==> config.mk <==
export PLATFORM = sky130hd
export DESIGN_NAME = xfer_arbiter
export DESIGN_NICKNAME = d
export VERILOG_FILES = /design/src/rtl/arbc_pkg.sv /design/src/rtl/arbc_pend.sv /design/src/rtl/arbc_dp.sv /design/src/rtl/arbc_ctrl.sv /design/src/rtl/xfer_arbiter.sv
export SDC_FILE = /design/constraint.sdc
export NUM_CORES = 1
export LEC_CHECK = 0
export ABC_AREA = 1
export BUFFER_PORTS_ARGS = -buffer_cell sky130_fd_sc_hd__buf_2
export CAP_MARGIN = 20
export CORE_MARGIN = 2
export CORE_UTILIZATION = 40
export CTS_BUF_LIST = sky130_fd_sc_hd__clkbuf_2 sky130_fd_sc_hd__clkbuf_4 sky130_fd_sc_hd__clkbuf_8
export DETAILED_ROUTE_END_ITERATION = 8
export PLACE_DENSITY = 0.62
export SETUP_SLACK_MARGIN = 0.3
export SLEW_MARGIN = 5
export SYNTH_ARGS = -nofsm -noshare
export SYNTH_HDL_FRONTEND = slang
export SYNTH_HIERARCHICAL = 1
export SYNTH_SLANG_ARGS = --single-unit
==> constraint.sdc <==
create_clock -name clk -period 4 [get_ports clk]
set_input_delay 0.2 -clock clk [delete_from_list [all_inputs] [get_ports clk]]
set_output_delay 0.2 -clock clk [all_outputs]
set_load 0.01 [all_outputs]
==> src/rtl/arbc_pkg.sv <==
package arbc_pkg;

  typedef enum logic [2:0] {
    ST_IDLE,
    ST_ARB,
    ST_STALL_IN,
    ST_RUN,
    ST_STALL_OUT
  } arbState_t;

  typedef enum logic [1:0] {
    XF_NONE,
    XF_INIT,
    XF_LINE,
    XF_BLOCK
  } xferKind_t;

  // strobes from control to the counter datapath
  typedef struct packed {
    logic enterActive;   // clear held-clock residue
    logic countOn;       // bus is held this clock
    logic loadEntry;     // start phase-alignment stall
    logic loadExit;      // start cycle-alignment stall
    logic leaveActive;   // bus returned this edge
  } dpStrobe_t;

endpackage

==> src/rtl/arbc_pend.sv <==
module arbc_pend (
  input  logic clk,
  input  logic rstN,
  input  logic initPulse,
  input  logic linePulse,
  input  logic blockReq,
  input  logic tblEnabled,
  input  logic tblActive,
  input  logic clrLine,
  input  logic clrBlock,
  output logic linePend,
  output logic lineMode,
  output logic blockPend,
  output logic tableReset
);

  logic initHit;
  logic lineHit;

  assign initHit = initPulse && tblEnabled;
  assign lineHit = linePulse && tblActive;

  // a fresh trigger wins over a clear on the same edge
  always_ff @(posedge clk) begin
    if (!rstN) begin
      linePend   <= 1'b0;
      lineMode   <= 1'b0;
      blockPend  <= 1'b0;
      tableReset <= 1'b0;
    end else begin
      tableReset <= initPulse;
      if (initHit || lineHit) linePend <= 1'b1;
      else if (clrLine)       linePend <= 1'b0;
      if (lineHit)            lineMode <= 1'b1;
      else if (initHit)       lineMode <= 1'b0;
      if (blockReq)           blockPend <= 1'b1;
      else if (clrBlock)      blockPend <= 1'b0;
    end
  end

  p_line_trig_r7: assert property (@(posedge clk) disable iff (!rstN)
    lineHit |=> (linePend && lineMode));

  p_init_trig_r6: assert property (@(posedge clk) disable iff (!rstN)
    (initHit && !linePulse) |=> (linePend && !lineMode));

  p_table_reset_r6: assert property (@(posedge clk) disable iff (!rstN)
    initPulse |=> tableReset);

endmodule

==> src/rtl/arbc_dp.sv <==
module arbc_dp
  import arbc_pkg::*;
#(
  parameter int PHASE_W = 3,
  parameter int CYC_W   = 4
) (
  input  logic               clk,
  input  logic               rstN,
  input  dpStrobe_t          strobe,
  input  logic [PHASE_W-1:0] dmaPhase,
  input  logic [CYC_W-1:0]   cycleLen,
  output logic               stallLast,
  output logic               irqHold
);

  localparam int BOUND = 1 << PHASE_W;
  localparam int CNT_W = (CYC_W > PHASE_W + 1) ? CYC_W : PHASE_W + 1;

  logic [CNT_W-1:0] stallCnt;
  logic [CNT_W-1:0] entryLen;
  logic [CNT_W-1:0] exitLen;
  logic [CYC_W-1:0] modCnt;
  logic [CYC_W-1:0] modNext;
  logic [CYC_W:0]   modInc;
  logic [CYC_W-1:0] holdCnt;

  // held-clock residue modulo the processor cycle, including this clock
  assign modInc  = {1'b0, modCnt} + 1'b1;
  assign modNext = (modInc >= {1'b0, cycleLen}) ? '0 : modInc[CYC_W-1:0];

  assign entryLen = CNT_W'(BOUND) - CNT_W'(dmaPhase);
  assign exitLen  = CNT_W'(cycleLen) - CNT_W'(modNext);

  always_ff @(posedge clk) begin
    if (!rstN) begin
      stallCnt <= '0;
      modCnt   <= '0;
      holdCnt  <= '0;
    end else begin
      if (strobe.loadEntry)      stallCnt <= entryLen;
      else if (strobe.loadExit)  stallCnt <= exitLen;
      else if (stallCnt != '0)   stallCnt <= stallCnt - 1'b1;

      if (strobe.enterActive)    modCnt <= '0;
      else if (strobe.countOn)   modCnt <= modNext;

      if (strobe.leaveActive)    holdCnt <= cycleLen;
      else if (holdCnt != '0)    holdCnt <= holdCnt - 1'b1;
    end
  end

  assign stallLast = (stallCnt == CNT_W'(1));
  assign irqHold   = (holdCnt != '0);

  p_entry_range_r3: assert property (@(posedge clk) disable iff (!rstN)
    strobe.loadEntry |=> (stallCnt >= CNT_W'(1) && stallCnt <= CNT_W'(BOUND)));

  p_exit_range_r5: assert property (@(posedge clk) disable iff (!rstN)
    strobe.loadExit |=> (stallCnt >= CNT_W'(1) && stallCnt <= CNT_W'(cycleLen)));

  p_exit_aligned_r5: assert property (@(posedge clk) disable iff (!rstN)
    strobe.leaveActive |-> (modNext == '0));

  p_hold_start_r9: assert property (@(posedge clk) disable iff (!rstN)
    strobe.leaveActive |=> irqHold);

endmodule

==> src/rtl/arbc_ctrl.sv <==
module arbc_ctrl
  import arbc_pkg::*;
(
  input  logic      clk,
  input  logic      rstN,
  input  logic      linePend,
  input  logic      lineMode,
  input  logic      blockPend,
  input  logic      tblEnabled,
  input  logic      blkEnabled,
  input  logic      xferDone,
  input  logic      stallLast,
  output dpStrobe_t strobe,
  output logic      clrLine,
  output logic      clrBlock,
  output logic      cmdInit,
  output logic      cmdLine,
  output logic      cmdBlock,
  output logic      active,
  output logic      stallBusy
);

  arbState_t state, stateNx;
  xferKind_t kindReg, kindNx;
  xferKind_t issueKind;
  logic      issue;

  always_comb begin
    stateNx   = state;
    kindNx    = kindReg;
    strobe    = '0;
    clrLine   = 1'b0;
    clrBlock  = 1'b0;
    issue     = 1'b0;
    issueKind = kindReg;
    strobe.countOn = (state != ST_IDLE);
    unique case (state)
      ST_IDLE: begin
        if (linePend || blockPend) begin
          stateNx            = ST_ARB;
          strobe.enterActive = 1'b1;
        end
      end
      ST_ARB: begin
        if (linePend) begin
          clrLine = 1'b1;
          if (tblEnabled) begin
            kindNx = lineMode ? XF_LINE : XF_INIT;
            if (!blkEnabled) begin
              strobe.loadEntry = 1'b1;
              stateNx          = ST_STALL_IN;
            end else begin
              issue     = 1'b1;
              issueKind = kindNx;
              stateNx   = ST_RUN;
            end
          end
        end else if (blockPend) begin
          clrBlock = 1'b1;
          if (blkEnabled) begin
            kindNx           = XF_BLOCK;
            strobe.loadEntry = 1'b1;
            stateNx          = ST_STALL_IN;
          end
        end else begin
          strobe.loadExit = 1'b1;
          stateNx         = ST_STALL_OUT;
        end
      end
      ST_STALL_IN: begin
        if (stallLast) begin
          issue   = 1'b1;
          stateNx = ST_RUN;
        end
      end
      ST_RUN: begin
        if (xferDone) stateNx = ST_ARB;
      end
      ST_STALL_OUT: begin
        if (stallLast) begin
          strobe.leaveActive = 1'b1;
          stateNx            = ST_IDLE;
        end
      end
      default: stateNx = ST_IDLE;
    endcase
  end

  always_ff @(posedge clk) begin
    if (!rstN) begin
      state    <= ST_IDLE;
      kindReg  <= XF_NONE;
      cmdInit  <= 1'b0;
      cmdLine  <= 1'b0;
      cmdBlock <= 1'b0;
    end else begin
      state    <= stateNx;
      kindReg  <= kindNx;
      cmdInit  <= issue && (issueKind == XF_INIT);
      cmdLine  <= issue && (issueKind == XF_LINE);
      cmdBlock <= issue && (issueKind == XF_BLOCK);
    end
  end

  assign active    = (state != ST_IDLE);
  assign stallBusy = (state == ST_STALL_IN) || (state == ST_STALL_OUT);

  p_cmd_onehot_r10: assert property (@(posedge clk) disable iff (!rstN)
    $onehot0({cmdInit, cmdLine, cmdBlock}));

  p_cmd_single_r10: assert property (@(posedge clk) disable iff (!rstN)
    (cmdInit || cmdLine || cmdBlock) |=> !(cmdInit || cmdLine || cmdBlock));

  p_block_stalled_r3: assert property (@(posedge clk) disable iff (!rstN)
    cmdBlock |-> ($past(state) == ST_STALL_IN));

  p_table_first_r4: assert property (@(posedge clk) disable iff (!rstN)
    (state == ST_ARB && linePend) |-> !clrBlock);

  p_enter_r2: assert property (@(posedge clk) disable iff (!rstN)
    (!active && (linePend || blockPend)) |=> active);

endmodule

==> src/rtl/xfer_arbiter.sv <==
module xfer_arbiter
  import arbc_pkg::*;
#(
  parameter int PHASE_W = 3,
  parameter int CYC_W   = 4
) (
  input  logic               clk,
  input  logic               rstN,
  input  logic               initPulse,
  input  logic               linePulse,
  input  logic               blockReq,
  input  logic               tblEnabled,
  input  logic               tblActive,
  input  logic               blkEnabled,
  input  logic [PHASE_W-1:0] dmaPhase,
  input  logic [CYC_W-1:0]   cycleLen,
  input  logic               xferDone,
  output logic               cmdInit,
  output logic               cmdLine,
  output logic               cmdBlock,
  output logic               tableReset,
  output logic               stallBusy,
  output logic               active,
  output logic               irqHold
);

  dpStrobe_t strobe;
  logic linePend, lineMode, blockPend;
  logic clrLine, clrBlock, stallLast;

  arbc_pend u_pend (
    .clk        (clk),
    .rstN       (rstN),
    .initPulse  (initPulse),
    .linePulse  (linePulse),
    .blockReq   (blockReq),
    .tblEnabled (tblEnabled),
    .tblActive  (tblActive),
    .clrLine    (clrLine),
    .clrBlock   (clrBlock),
    .linePend   (linePend),
    .lineMode   (lineMode),
    .blockPend  (blockPend),
    .tableReset (tableReset)
  );

  arbc_ctrl u_ctrl (
    .clk        (clk),
    .rstN       (rstN),
    .linePend   (linePend),
    .lineMode   (lineMode),
    .blockPend  (blockPend),
    .tblEnabled (tblEnabled),
    .blkEnabled (blkEnabled),
    .xferDone   (xferDone),
    .stallLast  (stallLast),
    .strobe     (strobe),
    .clrLine    (clrLine),
    .clrBlock   (clrBlock),
    .cmdInit    (cmdInit),
    .cmdLine    (cmdLine),
    .cmdBlock   (cmdBlock),
    .active     (active),
    .stallBusy  (stallBusy)
  );

  arbc_dp #(.PHASE_W(PHASE_W), .CYC_W(CYC_W)) u_dp (
    .clk       (clk),
    .rstN      (rstN),
    .strobe    (strobe),
    .dmaPhase  (dmaPhase),
    .cycleLen  (cycleLen),
    .stallLast (stallLast),
    .irqHold   (irqHold)
  );

  p_busy_active_r10: assert property (@(posedge clk) disable iff (!rstN)
    stallBusy |-> active);

  p_hold_after_r9: assert property (@(posedge clk) disable iff (!rstN)
    $fell(active) |-> irqHold);

endmodule

Word level (Yosys, flattened, before mapping)
Cells that the tools add are included.
{"block": "classes", "order_cmp": 1, "n_eq_ne": 15, "bitwise": 1, "add_sub_neg": 5, "n_shift": 0, "multipliers": 0, "n_mux": 51, "reduce_logical": 22, "n_div": 0}
{"op": "1-bit 2-to-1 mux", "count": 25}
{"op": "3-bit 2-to-1 mux", "count": 8}
{"op": "4-bit 2-to-1 mux", "count": 6}
{"op": "2-bit 2-to-1 mux", "count": 10}
{"op": "3-bit one-hot mux with 5 select lines", "count": 1}
{"op": "2-bit nonzero test", "count": 6}
{"op": "2-bit != test, second input constant", "count": 4}
{"op": "4-bit nonzero test", "count": 2}
{"op": "4-bit by 1-bit subtractor with 4-bit output, second input constant", "count": 2}
{"op": "3-bit by 2-bit equality test with 1-bit output, second input constant", "count": 2}
{"op": "6-bit AND reduction", "count": 1}
{"op": "3-bit nonzero test", "count": 2}
{"op": "4-bit by 1-bit adder with 5-bit output, second input constant", "count": 1}
{"op": "5-bit by 4-bit greater-or-equal comparator with 1-bit output", "count": 1}
{"op": "1-bit logical AND", "count": 5}
{"op": "2-bit equality test, second input constant", "count": 2}
{"op": "4-bit by 1-bit equality test with 1-bit output, second input constant", "count": 1}
{"op": "4-bit != test, second input constant", "count": 1}
{"op": "4-bit AND reduction", "count": 1}
{"op": "4-bit by 3-bit subtractor with 4-bit output, first input constant", "count": 1}
{"op": "4-bit subtractor", "count": 1}
{"op": "3-bit by 1-bit equality test with 1-bit output, second input constant", "count": 1}
{"op": "3-bit equality test, second input constant", "count": 1}
{"op": "3-bit zero test", "count": 1}
{"op": "7 further kinds", "count": 9}
{"block": "word_totals", "inputBits": 16, "ram_bits": 0, "wordCells": 107, "latchBits": 0, "mem_count": 0, "out_inout_bits": 7, "romBits": 0, "ff_bits": 24}

Depth between registers and ports, before layout
Gate-level depths: netlist of the first run.
{"block": "logic_depth", "depth_word": 7, "ltp_mapped": 22, "depth_no_buf": 22}

By module
The synthesis of the first run kept the hierarchy.
{"mod": "arbc_dp", "seq_area_each_um2": 240.2, "cells_each": 142, "area_each_um2": 1012.2, "instances": 1}
{"mod": "arbc_ctrl", "seq_area_each_um2": 160.2, "cells_each": 89, "area_each_um2": 558.0, "instances": 1}
{"mod": "arbc_pend", "seq_area_each_um2": 80.1, "cells_each": 19, "area_each_um2": 146.4, "instances": 1}

Least setup slack after synthesis of the first run
Ideal clock, no wire load.
{"block": "synth_timing", "path_type": "register to register", "from": "reg u_dp.modCnt[0]", "to": "reg u_dp.stallCnt[2]", "t_required_ps": 3884, "setup_time_ps": 116, "arrival_ps": 2546, "slack_ps": 1338, "path_buffers": 0, "stages_incl_launch_ff": 18, "synth_period_minus_slack_ps": 2662, "cell_sequence": "dfxtp_1 > ha_1 > xor2_1 > ha_1 > nand2_1 > nand2_1 > nand2_1 > nand2_2 > nor2_4 > inv_2 > nor2_2 > ha_1 > inv_1 > fa_1 > xnor2_1 > nand2_1 > a32oi_1 > nor2_1"}
{"block": "synth_via", "elab_chain_cells": 6}
{"item": "from (decl)", "line": "arbc_dp.sv:22", "text": "logic [CYC_W-1:0] modCnt;"}
{"item": "from (signal assigned)", "line": "arbc_dp.sv:45", "text": "else if (strobe.countOn) modCnt <= modNext;"}
{"item": "4-bit by 1-bit adder with 5-bit output (*)", "line": "arbc_dp.sv:28", "text": "assign modInc = {1'b0, modCnt} + 1'b1;"}
{"item": "5-bit by 4-bit greater-or-equal comparator with 1-bit output", "line": "arbc_dp.sv:29", "text": "assign modNext = (modInc >= {1'b0, cycleLen}) ? '0 : modInc[CYC_W-1:0];"}
{"item": "4-bit 2-to-1 mux (*)", "line": "arbc_dp.sv:29"}
{"item": "via u_dp.modNext[0]", "line": "arbc_dp.sv:23", "text": "logic [CYC_W-1:0] modNext;"}
{"item": "4-bit subtractor (*)", "line": "arbc_dp.sv:32", "text": "assign exitLen = CNT_W'(cycleLen) - CNT_W'(modNext);"}
{"item": "4-bit 2-to-1 mux (*)", "line": "arbc_dp.sv:41", "text": "else if (strobe.loadExit) stallCnt <= exitLen;"}
{"item": "4-bit 2-to-1 mux (*)", "line": "arbc_dp.sv:40", "text": "if (strobe.loadEntry) stallCnt <= entryLen;"}
{"item": "to (signal assigned)", "line": "arbc_dp.sv:40"}
{"item": "to (signal assigned)", "line": "arbc_dp.sv:41"}
{"item": "to (signal assigned)", "line": "arbc_dp.sv:42", "text": "else if (stallCnt != '0) stallCnt <= stallCnt - 1'b1;"}
{"item": "to (decl)", "line": "arbc_dp.sv:19", "text": "logic [CNT_W-1:0] stallCnt;"}
Mark *: on every way through the listed nets, which the timed path passes. The rest lies on a longest branch.
A chain may end at the register's enable or synchronous reset.

Final worst setup path of the first run
Ends and elaborated chain as after synthesis.

==> results of run 1 <==
-- stage by stage --
| step | cells | power [uW] | instance area (um^2) |
|---|---|---|---|
| floorplan | 250 | 950 | 1720 |
| global placement | 321 | 1090 | 1880 |
| detailed placement | 321 | 1090 | 1880 |
| CTS | 325 | 1310 | 1950 |
| global route | 325 | 1460 | 1950 |
| finish | 325 | 1300 | 1950 |
-- registers in the layout, summed over array words and instances, names as in the netlist, 2 cells and up --
name            cells
u_ctrl/kindReg      2
u_dp/holdCnt        4
u_ctrl/state        3
u_dp/modCnt         4
u_dp/stallCnt       4
-- worst min path at each step --
stage | startpoint | to | slack (ns)
2_1_floorplan | initPulse | u_pend/tableReset | 0.29
3_3_place_gp | initPulse | u_pend/tableReset | 0.40
3_5_place_dp | initPulse | u_pend/tableReset | 0.40
4_1_cts | initPulse | u_pend/tableReset | 0.11
5_1_grt | initPulse | u_pend/tableReset | 0.13
6_report | initPulse | u_pend/tableReset | 0.11
-- layer usage --
layer,GRT usage (%),up-vias
met2,24.5,18
met5,0,-
met1,20.7,682
met4,2.61,0
li1,-,849
met3,3.63,2
-- cells in the final DEF (no fill, tap or decap), drive strengths merged, types with 3 or more instances in the layout --
| master | netlist | layout |
|---|---|---|
| o21ai | 9 | 9 |
| nand3 | 18 | 18 |
| nand4 | 5 | 5 |
| dfxtp | 24 | 24 |
| nor2 | 39 | 39 |
| clkbuf | 0 | 3 |
| buf | 1 | 22 |
| nand2 | 56 | 56 |
| ha | 14 | 14 |
| a21oi | 18 | 18 |
| nor3 | 7 | 7 |
| inv | 43 | 43 |
| xnor2 | 4 | 4 |
-- power groups by stage --
| stage | Combinational, uW | Sequential (uW) | Clock [uW] |
|---|---|---|---|
| final | 707 | 378 | 215 |
| after global routing | 841 | 388 | 230 |
| after CTS | 712 | 377 | 222 |
| after detailed placement | 708 | 382 | 0 |
| after global placement | 705 | 382 | 0 |
| after floorplan | 584 | 366 | 0 |
-- cell families (layout without fill, tap and decap cells) --
kind of cell    count (synthesis)  after routing  share of synthesized area, %
simple gates                  127            127                          36.2
compound gates                 34             34                          11.6
xor+xnor                        6              6                          3.06
flops                          24             24                          28.0
buf+inv                        44             69                          9.84
fa+ha+maj                      15             15                          11.4
-- worst max-delay path, cell delays in order (launching register included) --
cell and delay [ns]:
dfxtp_1 0.43, ha_1 0.23, xor2_1 0.21, ha_1 0.27, nand2_1 0.07, nand2_1 0.06, nand2_1 0.07, nand2_2 0.07
nor2_4 0.13, inv_2 0.04, nor2_2 0.12, ha_1 0.16, inv_1 0.05, fa_1 0.37, xnor2_1 0.16, nand2_1 0.06
a32oi_1 0.20, nor2_1 0.05
-- layout make-up --
cell class              instances  share of cell area (%)
clock inverters                 1                    1.54
clock buffers                   3                    2.11
well taps                      50                    3.20
multi-input cells             182                    54.6
repair buffers                 22                    5.64
flip-flops and latches         24                    24.6
inverters                      43                    8.26
==> run_results.csv, run 1 <==
group,metric,value,unit
critical_path,critPathKind,"flop to flop",
critical_path,r2r_cells,17,
floorplan,initial_core_util,42.3,%
sta,rsz0062_at_grt,"false",
clock_network,clock_latency,0.27,ns
route,dr.pass1.iters,5,
sta,finalCritPeriodShare,71.0,%
critical_path,regToRegSetupSlack,1.16,ns
clock_network,htree_num_levels,1,
route,met3WireLength,137,um
sta,setup_slack,1.16,ns
route,top_layer_used,"met4",
route,wirelength,3.41,mm
sta,clock-skew-final,0.00794,ns
floorplan,dieHeight,69.5,um
synthesis,yosysTopAreaCell,"dfxtp_1",
route,initialDrtViolationCount,91,
synthesis,yosys-top-cells-area,"dfxtp_1 28%, nand2_1 10%, ha_1 10%, inv_1 8.5%, nor2_1 6.6%",
route,wl_met2,1.54,mm
synthesis,yosysSeqAreaShare,28.0,%
synthesis,synthFlopType,"dfxtp_1",
synthesis,syn_inst,250,
sta,max_freq,352,MHz
critical_path,cp.arrival,3.01,ns
clock_network,hold_buffers,0,
clock_network,cts_buffers,3,
grt,overflow,0,
synthesis,ys_seq_elements,24,
synthesis,synthesis.area,1720,um^2
sta,slew_viol_final,0,
final_layout,multi_input_area,1070,um^2
clock_network,cts_sinks,24,
route,vias,1551,
clock_network,root_buffer,"clkbuf_8",
placed_design,finalWeightedCongestion,0.846,
final_layout,area.sequential,480,um^2
route,drc_errors,0,
power_and_ir_drop,netSwitchingFraction,44.5,%
final_layout,drive_gt1_share,20.7,%
grt,grt_max_degree,15,
sta,period_needed,2.84,ns
clock_network,cts_tree,"done",
route,wl_per_cell,10.5,um
grt,track_usage,15.1,%
sta,setup_tns,0,ns
sta,relSlewSlack,72.2,%
critical_path,crit_required,4.17,ns
grt,grt_pass1_vias,1439,
final_layout,finalCoreUtilization,48.1,%
floorplan,top_level_ports,23,
power_and_ir_drop,power_density,665,nW/um^2
synthesis,synth_edf_count,0,
worst_hold_path,holdPathStages,3,
route,wl_met1,1.71,mm
critical_path,crit_path_end,"u_dp/stallCnt[2]",
synthesis,yosysMostFrequentCell,"nand2_1",
clock_network,cts_max_path_buffers,2,
floorplan,num_rows,23,
critical_path,endpoint_kind,"flop",
critical_path,cp-start-kind,"flop",
final_layout,finalNetCount,307,
synthesis,async_flop_share,0,%
floorplan,core_area,4060,um^2
critical_path,r2r_start,"u_dp/modCnt[0]",
power_and_ir_drop,seqPwrFrac,29.1,%
placed_design,place_hpwl,2.76,mm
synthesis,ys_types,30,
final_layout,syn_to_final_growth,13.8,%
critical_path,crit_path_start,"u_dp/modCnt[0]",
synthesis,netlist.area_leader.share,28.0,%
floorplan,dieArea,4830,um^2
power_and_ir_drop,ir_drop,0.312,mV
critical_path,r2r-end,"u_dp/stallCnt[2]",
floorplan,die-width,69.5,um
clock_network,post_cts_buffers,0,
worst_hold_path,hp-class,"input pin to flop",
flow_run,cap_violations,0,
power_and_ir_drop,combPwrFrac,54.4,%
synthesis,yosysWarnings,6,
placed_design,dp_slack,1.16,ns
placed_design,portBuffers,22,
synthesis,synth_nets,281,
grt,antenna_found_initial,0,
final_layout,fillers,415,
critical_path,crit_fanout,6,
outcome,status,"finished clean",
synthesis,synthTopCellsByCount,"48 x nand2_1, 39 x inv_1, 30 x nor2_1, 24 x dfxtp_1",
sta,worst_pin_slew,0.416,ns
grt,grt_pass1_wl,6.20,mm
sta,fin_hold_ws,0.113,ns
sta,hold_viol,0,
final_layout,antenna_cells,0,
clock_network,cts_resized,0,
sta,setup_viol,0,
power_and_ir_drop,power.share.clock,16.5,%
synthesis,syn_area_per_cell,6.87,um^2
clock_network,clk_pin_slew,0.09,ns
power_and_ir_drop,p_leak,0.000973,uW
power_and_ir_drop,cell_internal_pwr,721,uW
route,ant_nets,0,
route,via_per_inst,4.77,
power_and_ir_drop,power_switching,579,uW
(Power assumes the default switching activity.)
==> inputs of run 2 (changes only) <==
clock period = 2.94 ns   (was 4 ns; I/O delays follow)
==> run 2 against run 1 <==
Compared with the run above:
- setup slack worse by 0.91 ns
- die area unchanged
- non-clock buffer count up 6
- final area grew 5.0%
- clock power rose by 37%
- cell count grew 1.8%
- flip-flop and latch count unchanged
- sequential power rose by 38%
- critical endpoint unchanged
- largest cell class unchanged
==> run_results.csv, run 2 (synthesis gave the netlist of run 1 again) <==
group,metric,value,unit
outcome,status,"finished clean",
critical_path,path_common_cell,"nand2_1",
sta,hold_viol,0,
route,vias,1615,
worst_hold_path,holdPathStages,3,
final_layout,antenna_cells,0,
clock_network,cts_tree,"done",
worst_hold_path,hp-class,"input pin to flop",
clock_network,cts_buffers,3,
sta,worst_pin_slew,0.408,ns
grt,grt_max_degree,15,
power_and_ir_drop,power_density,931,nW/um^2
final_layout,layout_common_cells,"48 x nand2_1, 38 x inv_1, 29 x nor2_1",
placed_design,finalWeightedCongestion,0.839,
route,dr.pass1.iters,4,
critical_path,cp_num_cells,17,
critical_path,max_stage_delay,0.37,ns
power_and_ir_drop,seqPwrFrac,27.3,%
floorplan,dieArea,4830,um^2
sta,setup_tns,0,ns
sta,setup_viol,0,
final_layout,finalCoreUtilization,50.5,%
sta,relSlewSlack,72.7,%
placed_design,place_hpwl,2.80,mm
power_and_ir_drop,p_leak,0.00100,uW
critical_path,crit_fanout,4,
placed_design,portBuffers,22,
critical_path,r2r_cells,17,
grt,antenna_found_initial,0,
critical_path,r2r_start,"u_dp/modCnt[0]",
critical_path,crit_required,3.11,ns
floorplan,core_area,4060,um^2
sta,slew_viol_final,0,
clock_network,cts_sinks,24,
route,ant_nets,0,
critical_path,crit_path_start,"u_dp/modCnt[0]",
critical_path,critPathKind,"flop to flop",
flow_run,cap_violations,0,
grt,grt_pass1_wl,6.24,mm
route,wl_per_cell,11.3,um
floorplan,num_rows,23,
clock_network,cts_max_path_buffers,2,
critical_path,path_cells,"ha_4 > xor2_2 > ha_1 > nand2_1 > nand2_1 > nand2_1 > nand2_2 > nor2_4 > inv_2 > nor2_4 > ha_4 > inv_2 > fa_2 > xnor2_1 > nand2_1 > a32oi_1 > nor2_1",
grt,grt_pass1_vias,1464,
route,wirelength,3.74,mm
floorplan,top_level_ports,23,
clock_network,hold_buffers,0,
final_layout,final_common_cell,"nand2_1",
floorplan,initial_core_util,42.3,%
sta,rsz0062_at_grt,"true",
final_layout,finalNetCount,313,
clock_network,clk_pin_slew,0.09,ns
critical_path,critPathTopFamily,"adder cells",
sta,finalCritPeriodShare,91.4,%
route,initialDrtViolationCount,91,
grt,overflow,0,
floorplan,die-width,69.5,um
route,via_per_inst,4.88,
critical_path,path_buf_inv,2,
worst_hold_path,hp-start,"initPulse",
critical_path,cp-start-kind,"flop",
final_layout,top_regs,"u_dp/holdCnt (4), u_dp/modCnt (4), u_dp/stallCnt (4)",
power_and_ir_drop,combPwrFrac,57.3,%
critical_path,endpoint_kind,"flop",
final_layout,drive_gt1_share,26.0,%
power_and_ir_drop,power_switching,850,uW
critical_path,critPathSlowestCell,"dfxtp_4",
power_and_ir_drop,cell_internal_pwr,1060,uW
power_and_ir_drop,netSwitchingFraction,44.5,%
clock_network,clock_latency,0.27,ns
power_and_ir_drop,ir_drop,0.428,mV
clock_network,root_buffer,"clkbuf_8",
floorplan,dieHeight,69.5,um
route,drc_errors,0,
critical_path,cp.arrival,2.85,ns
sta,max_freq,372,MHz
final_layout,syn_to_final_growth,19.5,%
power_and_ir_drop,power.share.clock,15.4,%
sta,period_needed,2.69,ns
grt,track_usage,15.4,%
clock_network,htree_num_levels,1,
sta,clock-skew-final,0.00541,ns
-- run 2: cell count changes in the layout (fill, tap and decap cells not counted), moves of 2 or more --
cell	change
buf_4	+6
dfxtp_1	-3
dfxtp_2	+2
ha_1	-2
ha_4	+2
-- run 2: power groups by stage --
stage	registers, uW	logic (uW)	clock network, uW
6_report	522	1090	294
5_1_grt	535	1240	316
4_1_cts	520	1010	302
3_5_place_dp	519	971	0
3_3_place_gp	521	964	0
2_1_floorplan	499	796	0
-- run 2: metal layers --
| layer | track usage [%] | part of all wire (%) | vias to the layer above |
|---|---|---|---|
| met4 | 1.96 | 0.62 | 0 |
| met2 | 26.2 | 46 | 23 |
| met5 | 0 | 0 | - |
| met1 | 20.4 | 50 | 726 |
| li1 | - | - | 864 |
| met3 | 3.49 | 3.1 | 2 |
-- run 2: worst reg2reg max path, delay by kind of cell (launching register included) --
family | cells | cell delay (ns)
adders and majority gates | 4 | 0.95
AOI/OAI and AO/OA | 1 | 0.21
and+or+nand+nor | 8 | 0.67
buffers and inverters | 2 | 0.10
xor gates and xnor gates | 2 | 0.30
DFF | 1 | 0.37
-- run 2: path summary, 6_finish.rpt --
| kind | endpoint | slack [ns] |
|---|---|---|
| worst min register to register | u_ctrl/kindReg[0] | 0.46 |
| worst max-delay path | u_dp/stallCnt[2] | 0.25 |
| worst min-delay path | u_pend/tableReset | 0.06 |
| worst max register to register | u_dp/stallCnt[2] | 0.25 |
-- run 2: per-stage QoR --
| stage | instance area (um^2) | setup WS, ns | hold WS [ns] | total power, uW | cells |
|---|---|---|---|---|---|
| final | 2050 | 0.254 | 0.0634 | 1910 | 331 |
| after detailed placement | 1890 | 0.161 | 0.344 | 1490 | 321 |
| after global placement | 1890 | 0.219 | 0.343 | 1480 | 321 |
| after CTS | 2000 | 0.311 | 0.0573 | 1830 | 327 |
| after floorplan | 1720 | 0.337 | 0.240 | 1290 | 250 |
| after global routing | 2050 | 0.114 | 0.0783 | 2090 | 331 |
-- run 2: repair_timing --
| item | in CTS | in global routing |
|---|---|---|
| resized for setup | 6 | 6 |
| endpoints found under the setup margin | 3 | 3 |
| pin swaps | 3 | 6 |
| setup buffers | 2 | 4 |
-- run 2: final cells by class --
class                   instances  area, um^2
clock buffers                   3        41.3
repair buffers                 28         155
well taps                      50        62.6
fillers                       414        2010
inverters                      43         161
multi-input cells             182        1110
clock inverters                 1        30.0
flip-flops and latches         24         487
==> inputs of run 3 (changes only) <==
PLACE_DENSITY = 0.64   (was 0.62)
clock period = 2.3 ns   (was 2.94 ns; I/O delays follow)
==> run 3 against run 2 <==
Compared with the run above:
- the flow now finishes with violations (negative setup slack)
- global-route usage up 2.6 points
- critical endpoint unchanged
- largest cell class unchanged
- cell count rose by 5.7%
- utilization rose by 6.4 points
==> run_results.csv, run 3 (synthesis gave the netlist of run 1 again) <==
group,metric,value,unit
outcome,status,"finished, violations left",
outcome,violations,"negative setup slack",
sta,max_freq,387,MHz
critical_path,path_common_cell,"nand2_2",
final_layout,antenna_cells,0,
route,initialDrtViolationCount,70,
final_layout,top_regs,"u_dp/holdCnt (4), u_dp/modCnt (4), u_dp/stallCnt (4)",
critical_path,cp.arrival,2.75,ns
clock_network,cts_buffers,3,
clock_network,htree_num_levels,1,
grt,grt_max_degree,15,
critical_path,crit_required,2.46,ns
placed_design,dpl.cell_count,338,
grt,antenna_found_initial,0,
critical_path,crit_fanout,4,
worst_hold_path,hp-class,"input pin to flop",
power_and_ir_drop,netSwitchingFraction,43.2,%
route,wirelength,4.27,mm
critical_path,path_buf_inv,2,
floorplan,dieArea,4830,um^2
final_layout,layout_common_cells,"42 x nand2_1, 37 x inv_1, 29 x nor2_1",
sta,setup_slack,-0.281,ns
grt,grt_pass1_vias,1612,
grt,track_usage,17.9,%
route,via_per_inst,4.89,
clock_network,root_buffer,"clkbuf_8",
route,wl_per_cell,12.2,um
critical_path,critPathKind,"flop to flop",
power_and_ir_drop,power.share.clock,13.0,%
critical_path,critPathSlowestCell,"dfxtp_4",
power_and_ir_drop,cell_internal_pwr,1650,uW
power_and_ir_drop,power_switching,1260,uW
floorplan,initial_core_util,42.3,%
critical_path,endpoint_kind,"flop",
final_layout,finalNetCount,332,
grt,overflow,0,
final_layout,drive_gt1_share,36.3,%
sta,hold_viol,0,
final_layout,final_common_cell,"nand2_1",
sta,finalCritPeriodShare,112,%
floorplan,num_rows,23,
power_and_ir_drop,seqPwrFrac,23.1,%
floorplan,die-width,69.5,um
floorplan,core_area,4060,um^2
route,vias,1712,
sta,rsz0062_at_grt,"true",
power_and_ir_drop,power_density,1260,nW/um^2
sta,worst_pin_slew,0.354,ns
power_and_ir_drop,finalPower,2910,uW
sta,clock-skew-final,0.0116,ns
clock_network,hold_buffers,0,
power_and_ir_drop,ir_drop,0.510,mV
placed_design,finalWeightedCongestion,0.830,
power_and_ir_drop,p_leak,0.00112,uW
clock_network,clock_latency,0.28,ns
critical_path,max_stage_delay,0.37,ns
flow_run,cap_violations,0,
floorplan,dieHeight,69.5,um
clock_network,cts_max_path_buffers,2,
clock_network,cts_tree,"done",
route,drc_errors,0,
clock_network,clk_pin_slew,0.08,ns
power_and_ir_drop,combPwrFrac,63.9,%
floorplan,top_level_ports,23,
sta,slew_viol_final,0,
final_layout,syn_to_final_growth,34.5,%
sta,setup_viol,3,
clock_network,cts_sinks,24,
route,ant_nets,0,
final_layout,final_cell_count_no_fill,350,
grt,grt_pass1_wl,7.16,mm
critical_path,path_cells,"ha_4 > xor2_4 > ha_4 > nand2_2 > nand2_2 > nand2_2 > nand2_2 > nor2_4 > inv_2 > nor2_4 > ha_4 > inv_2 > fa_2 > xnor2_2 > nand2_1 > a32oi_1 > nor2_1",
critical_path,critPathTopFamily,"adder cells",
route,dr.pass1.iters,4,
placed_design,portBuffers,22,
sta,relSlewSlack,76.4,%
critical_path,cp-start-kind,"flop",
placed_design,place_hpwl,3.01,mm
sta,period_needed,2.58,ns
-- run 3: changes by cell type in the layout (fill, tap and decap cells not counted), sizes merged --
cell | before | now
buf | 28 | 47
-- run 3: per-stage QoR --
| step | util (%) | TNS [ns] | hold WS, ns | area [um^2] | worst slack, ns |
|---|---|---|---|---|---|
| 3_3_place_gp | 50.1 | -0.717 | 0.317 | 2030 | -0.250 |
| 4_1_cts | 55.1 | -0.701 | 0.0354 | 2230 | -0.259 |
| 5_1_grt | 56.9 | -1.13 | 0.0573 | 2310 | -0.440 |
| 6_report | 56.9 | -0.730 | 0.0410 | 2310 | -0.281 |
| 2_1_floorplan | - | -0.445 | 0.208 | 1740 | -0.196 |
| 3_5_place_dp | 50.1 | -0.880 | 0.319 | 2030 | -0.334 |
-- run 3: metal layers --
layer | track usage, % | share of wire [%]
met1 | 23.8 | 46
met5 | 0 | 0
met3 | 4.36 | 4.6
met2 | 29.6 | 48
met4 | 3.92 | 0.73
-- run 3: worst reg2reg max path, cell delays in order, from the launching register on --
cell and delay, ns:
dfxtp_4 0.37, ha_4 0.16, xor2_4 0.18, ha_4 0.23, nand2_2 0.07, nand2_2 0.06
nand2_2 0.06, nand2_2 0.07, nor2_4 0.13, inv_2 0.06, nor2_4 0.11, ha_4 0.14
inv_2 0.04, fa_2 0.34, xnor2_2 0.13, nand2_1 0.07, a32oi_1 0.19, nor2_1 0.06
-- run 3: timing repair --
| item | in CTS | in global routing |
|---|---|---|
| pin swaps | 12 | 11 |
| endpoints found under the setup margin | 4 | 7 |
| gates resized for setup | 17 | 13 |
| setup buffers | 5 | 3 |
-- run 3: worst paths after layout --
check	slack, ns	endpoint	cells past startpoint	startpoint
setup / recovery	-0.28	u_dp/stallCnt[2]	17	u_dp/modCnt[1]
hold / removal	0.04	u_pend/tableReset	3	initPulse
setup reg to reg	-0.28	u_dp/stallCnt[2]	17	u_dp/modCnt[1]
hold reg to reg	0.46	u_ctrl/kindReg[0]	2	u_ctrl/kindReg[0]
-- run 3: final cells by class --
cell class              instances  area, um^2
clock buffers                   3        41.3
clock inverters                 1        30.0
fillers                       367        1750
inverters                      43         161
multi-input cells             182        1220
flip-flops and latches         24         489
well taps                      50        62.6
repair buffers                 47         302
-- run 3: power groups by stage --
stage / clock, uW / sequential (uW) / combinational (uW)
after detailed placement: 0 / 665 / 1440
after global placement: 0 / 664 / 1420
after CTS: 390 / 669 / 1700
after global routing: 409 / 692 / 2070
after floorplan: 0 / 644 / 1030
final: 380 / 671 / 1860
